## src/rtl/rbs_pkg.sv

```systemverilog
package rbs_pkg;
  localparam int unsigned DefaultWidth = 8;

  typedef struct packed {
    logic zero;
    logic neg;
  } rbs_flags_t;
endpackage

```

## src/rtl/rbs_cell.sv

```systemverilog
module rbs_cell (
  input  logic a,
  input  logic b,
  input  logic bin,
  output logic d,
  output logic bout
);
  always_comb begin
    d    = a ^ b ^ bin;
    bout = (~a & b) | (~a & bin) | (b & bin);
  end

  // weight check a - b - bin == d - 2*bout
  always_comb begin
    assert_cell_weight_R8: assert ((int'(a) - int'(b) - int'(bin)) == (int'(d) - 2 * int'(bout)))
      else $error("cell arithmetic mismatch");
  end
endmodule

```

## src/rtl/rbs_chain.sv

```systemverilog
module rbs_chain #(
  parameter int unsigned Width = rbs_pkg::DefaultWidth
) (
  input  logic [Width-1:0] minuend,
  input  logic [Width-1:0] subtrahend,
  output logic [Width-1:0] result,
  output logic             borrowMsb
);
  localparam int unsigned LinkCount = Width + 1;

  logic [LinkCount-1:0] borrowLink;

  assign borrowLink[0] = 1'b0;

  for (genvar i = 0; i < Width; i++) begin : g_cell
    rbs_cell u_cell (
      .a   (minuend[i]),
      .b   (subtrahend[i]),
      .bin (borrowLink[i]),
      .d   (result[i]),
      .bout(borrowLink[i+1])
    );
  end

  assign borrowMsb = borrowLink[LinkCount-1];
endmodule

```

## src/rtl/rbs_flags.sv

```systemverilog
module rbs_flags #(
  parameter int unsigned Width = rbs_pkg::DefaultWidth
) (
  input  logic [Width-1:0]  result,
  input  logic              borrowMsb,
  output rbs_pkg::rbs_flags_t flags
);
  always_comb begin
    flags.zero = ~(|result);
    flags.neg  = borrowMsb;
  end

  // a zero result can never come with a borrow
  always_comb begin
    assert_zero_not_neg_R4: assert (!(flags.zero && flags.neg))
      else $error("zero and negative together");
  end
endmodule

```

## src/rtl/ripple_borrow_sub.sv

```systemverilog
module ripple_borrow_sub #(
  parameter int unsigned Width = rbs_pkg::DefaultWidth
) (
  input  logic [Width-1:0] opA,
  input  logic [Width-1:0] opB,
  output logic [Width-1:0] diff,
  output logic             borrowOut,
  output logic             zeroFlag,
  output logic             negFlag
);
  logic [Width-1:0]    chainResult;
  logic                chainBorrow;
  rbs_pkg::rbs_flags_t flagBits;

  rbs_chain #(.Width(Width)) u_chain (
    .minuend   (opA),
    .subtrahend(opB),
    .result    (chainResult),
    .borrowMsb (chainBorrow)
  );

  rbs_flags #(.Width(Width)) u_flags (
    .result   (chainResult),
    .borrowMsb(chainBorrow),
    .flags    (flagBits)
  );

  assign diff      = chainResult;
  assign borrowOut = chainBorrow;
  assign zeroFlag  = flagBits.zero;
  assign negFlag   = flagBits.neg;

  always_comb begin
    assert_diff_mod_R2: assert (((diff + opB) & {Width{1'b1}}) == opA)
      else $error("difference wrong");
    assert_borrow_lt_R3: assert (borrowOut == (opA < opB))
      else $error("borrow wrong");
    assert_zero_eq_R4: assert (zeroFlag == (opA == opB))
      else $error("zero flag wrong");
    assert_neg_lt_R5: assert (negFlag == (opA < opB))
      else $error("negative flag wrong");
  end
endmodule

```

## config.mk

```make
export PLATFORM = sky130hd
export DESIGN_NAME = ripple_borrow_sub
export DESIGN_NICKNAME = d
export VERILOG_FILES = /design/src/rtl/rbs_pkg.sv /design/src/rtl/rbs_cell.sv /design/src/rtl/rbs_chain.sv /design/src/rtl/rbs_flags.sv /design/src/rtl/ripple_borrow_sub.sv
export SDC_FILE = /design/constraint.sdc
export NUM_CORES = 1
export LEC_CHECK = 0
export BUFFER_PORTS_ARGS = -buffer_cell sky130_fd_sc_hd__buf_2
export CORE_AREA = 2 2 39 41
export DETAILED_ROUTE_END_ITERATION = 7
export DIE_AREA = 0 0 41 43
export PLACE_DENSITY = 0.54
export SYNTH_ARGS = -nofsm -noshare
export SYNTH_HDL_FRONTEND = slang
export SYNTH_SLANG_ARGS = --single-unit
```

## constraint.sdc

```tcl
create_clock -name vclk -period 11.2
set_input_delay 2.24 -clock vclk [all_inputs]
set_output_delay 2.24 -clock vclk [all_outputs]
set_load 0.005 [all_outputs]
```

======== Yosys cells after proc, flatten, opt, wreduce, memory -nomap -nowiden ========
Index checks and enable logic that the tools add are counted.
storage, ports and cells
  register bits ........................... 0
  bits in latches ......................... 0
  memory bits (writable) .................. 0
  ROM bits ................................ 0
  input port bits ......................... 16
  output and inout bits ................... 11
  logic and storage cells ................. 61
  memories kept ........................... 0
operators by class
  add/subtract/negate cells ............... 0
  multipliers ............................. 0
  divide/modulo/power cells ............... 0
  $lt $le $gt $ge ......................... 0
  equality and inequality tests ........... 0
  shift-type cells ........................ 0
  muxes and demuxes ....................... 0
  bitwise operators ....................... 60
  reductions and logical operators ........ 1
operators by type and width
  kind                count
  1-bit bitwise AND   22
  1-bit bitwise XOR   15
  1-bit bitwise OR    14
  1-bit inverter      9
  8-bit OR reduction  1

======== Logic depth before layout (Yosys ltp) ========
  depth after elaboration ................. 23
  gate-level depth with buffers ........... 12
  gate-level depth less buffers ........... 11

======== By module ========
A second synthesis with hierarchy kept.
unflattened totals
  cells, all modules ...................... 29
  area, all modules ....................... 250.2 um^2
modules (own cells, without submodules)
  module     instances  cells an instance  area an instance (um^2)  seq. area each (um^2)
  rbs_cell   8          3                  27.5                     0.0
  rbs_flags  1          4                  26.3                     0.0
  rbs_chain  1          1                  3.8                      0.0

======== Worst setup path before layout ========
No wires, ideal clock.
  kind .................................... input to output
  start point ............................. input opA[0]
  end point ............................... output zeroFlag
  arrival time ............................ 5.491 ns
  data required time ...................... 8.960 ns
  path slack .............................. 3.469 ns
  stages .................................. 11
  buffers on the path ..................... 0
  path through ............................ inv_1 ha_1 fa_1 fa_1 fa_1 fa_1 fa_1 fa_1 inv_1 fa_1 nor4_2
between the ends
  cells in the longest elaborated chain, start to end .. 23
  elaborated cells on any way between the ends .. 36
  classes of those cells .................. bitwise: 35; reduce/logical: 1
RTL lines
  item                            RTL line                source
  from (decl)                     ripple_borrow_sub.sv:4  input logic [Width-1:0] opA,
  1-bit inverter (*)              --
  1-bit bitwise AND (*)           rbs_cell.sv:10          bout = (~a & b) | (~a & bin) | (b & bin);
  1-bit bitwise AND               rbs_cell.sv:10
  1-bit bitwise OR                rbs_cell.sv:10
  1-bit bitwise OR (*)            rbs_cell.sv:10
  1-bit bitwise AND               rbs_cell.sv:10
  1-bit bitwise OR                rbs_cell.sv:10
  1-bit bitwise OR (*)            rbs_cell.sv:10
  [8 not listed]                  --
  1-bit bitwise OR (*)            rbs_cell.sv:10
  1-bit bitwise AND               rbs_cell.sv:10
  1-bit bitwise OR                rbs_cell.sv:10
  1-bit bitwise OR (*)            rbs_cell.sv:10
  1-bit bitwise XOR (*)           rbs_cell.sv:9           d = a ^ b ^ bin;
  net u_chain.g_cell[7].u_cell.d  rbs_cell.sv:5           output logic d,
  8-bit OR reduction (*)          rbs_flags.sv:9          flags.zero = ~(|result);
  1-bit inverter (*)              rbs_flags.sv:9
  to (decl)                       ripple_borrow_sub.sv:8  output logic zeroFlag,
The timed path passes the listed nets; every way through them passes the cells marked *.

======== Worst setup path after layout ========
  start point ............................. input opA[0]
  end point ............................... output zeroFlag
between the ends
  cells in the longest elaborated chain, start to end .. 23
  elaborated cells on any way between the ends .. 36
  classes of those cells .................. bitwise: 35; reduce/logical: 1
RTL lines
  item                             RTL line
  1-bit inverter                   --
  1-bit bitwise AND (2 in series)  rbs_cell.sv:10
  1-bit bitwise OR (2 in series)   rbs_cell.sv:10
  1-bit bitwise AND                rbs_cell.sv:10
  1-bit bitwise OR (2 in series)   rbs_cell.sv:10
  1-bit bitwise AND                rbs_cell.sv:10
  1-bit bitwise OR (2 in series)   rbs_cell.sv:10
  1-bit bitwise AND                rbs_cell.sv:10
  1-bit bitwise OR (2 in series)   rbs_cell.sv:10
  1-bit bitwise AND                rbs_cell.sv:10
  1-bit bitwise OR (2 in series)   rbs_cell.sv:10
  1-bit bitwise AND                rbs_cell.sv:10
  1-bit bitwise OR (2 in series)   rbs_cell.sv:10
  1-bit bitwise XOR                rbs_cell.sv:9
  8-bit OR reduction (*)           rbs_flags.sv:9
  1-bit inverter (*)               rbs_flags.sv:9
Mark *: on every way between the ends. The rest lies on a longest branch, timed or not.

==> results.ini <==
[run_status]
status = finished, final reports clean

[layout]
num-clock-buffers = 0
fin_area_um2 = 394
multiInputGateArea_um2 = 175
fin_nets = 81
syn2layout_area_growth_pct = 28.6
layout.area.seq_um2 = 0
seq_cells = 0
fillers = 158
diodes = 0
post_route_cells_drive_above_1_share = 0.509
fin_util = 0.285

[clock_tree]
cts_setup_buffers = 0
post_cts_resized = 0
ctsHoldBuffers = 0

[floorplan]
die_w_um = 41
initial_core_util = 0.222
num_rows = 14
die_height_um = 43
core_um2 = 1380
io_pins = 27
die_area_um2 = 1760

[flow_run]
maxCapViolCount = 0

[global_routing]
antenna_found_initial = 0
grt_pass1_wl_um = 745
grt-ovfl-total = 0
grt_start_max_net_pins = 3
grt_pass1_vias = 215
grt_usage = 0.0565

[routing]
via_per_inst = 3.59
first_pass_iters = 1
drc = 0
vias = 255
ant_nets = 0
wire_per_inst_um = 6.89
highest_layer = met3
m1WireLength_um = 168
drt_first_iter_violations = 0
wl_met3_um = 79
wirelength_um = 489
met2_length_um = 241

[place]
gp_congestion = 0.600
post_dp_cell_area_um2 = 394
pre_cts_slack_ns = 3.16
port_buffers = 27
place_hpwl_um = 527

[sta]
finalCritPeriodShare = 0.714
rsz0062_at_grt = no
relSlewSlack = 0.877
finalHoldViolCount = 0
fin_ws_ns = 3.20
finalCriticalPeriod_ns = 8.00
worstMarginPinSlew_ns = 0.183
setup-tns-final_ns = 0
whs_ns = 4.82
timing.fmax_mhz = 125
finalMaxSlewViolations = 0
setup_viol = 0

[worst_setup_path]
crit_required_ns = 8.96
worstSetupPathType = in -> out
worstPathMaxFanout = 2
critPathArrivalTime_ns = 5.76
worst_setup_path_start_kind = input pin
end_kind = output pin

[synthesis]
synth_nets = 61
synth_cells = 37
synth_common_cells = inv_1, buf_4, fa_1
yosys.area.top_type = fa_1
synthesis.area_um2 = 307
ys.warnings.count = 0
seq_area_frac_synth = 0
postSynthAreaPerCell_um2 = 8.28
ys_types = 7
yosysTopAreaCellShare = 0.457
synthTopCellsByArea = fa_1, buf_4, inv_1
synth_most_common_cell = inv_1

[power]
p_leak_uw = 0.000262
cellPowerDensity_nw_per_um2 = 51.8
vdd_drop_max_v = 0.0000165

[hold_path]
hold_path.class = in -> out

-- logic make-up (layout without fill, tap and decap cells) --
logic type,count (synthesis),in the layout,synth area share
fa+ha+maj,8,8,0.498
buf+inv,26,44,0.429
simple gates,3,3,0.0735
-- worst max-delay path, stage by stage --
cell and delay, ns:
buf_2 0.07, inv_1 0.03, ha_1 0.20, fa_1 0.38, fa_1 0.39, fa_1 0.39
fa_1 0.39, fa_1 0.39, fa_1 0.36, inv_1 0.07, fa_1 0.43, nor4_2 0.27
buf_2 0.15
-- metal layers --
metal  up-vias  global-route usage
li1        127                   -
met3         0             0.00524
met1       110              0.0719
met4         0                   0
met5         -                   0
met2        18               0.103
-- area by class of cell --
class	count	share of cell area
multi-input combinational	11	0.444
tap	16	0.0508
timing repair buffer	27	0.343
inverter	17	0.162
-- report_power, final --
part / leakage (uW) / internal, uW / switching, uW
registers: 0 / 0 / 0
clock network: 0 / 0 / 0
logic: 0.000262 / 10.5 / 9.88
-- path summary, 6_finish.rpt --
kind                   start       end  slack (ns)  cells after the start
worst max-delay path  opA[0]  zeroFlag        3.20                     13
worst min-delay path  opB[0]   diff[0]        4.82                      4
-- metrics by stage --
step / total power, uW / instances
floorplan: 18.1 / 37
global placement: 21.0 / 71
detailed placement: 21.4 / 71
CTS: 21.4 / 71
global route: 24.0 / 71
finish: 20.4 / 71
-- layout by cell type (no fill, tap or decap), drive strengths merged --
master,count
ha,1
nor4,1
nand2,1
buf,27
nand4,1
fa,7
inv,17
Note: power is estimated with default switching activity, not from simulation.
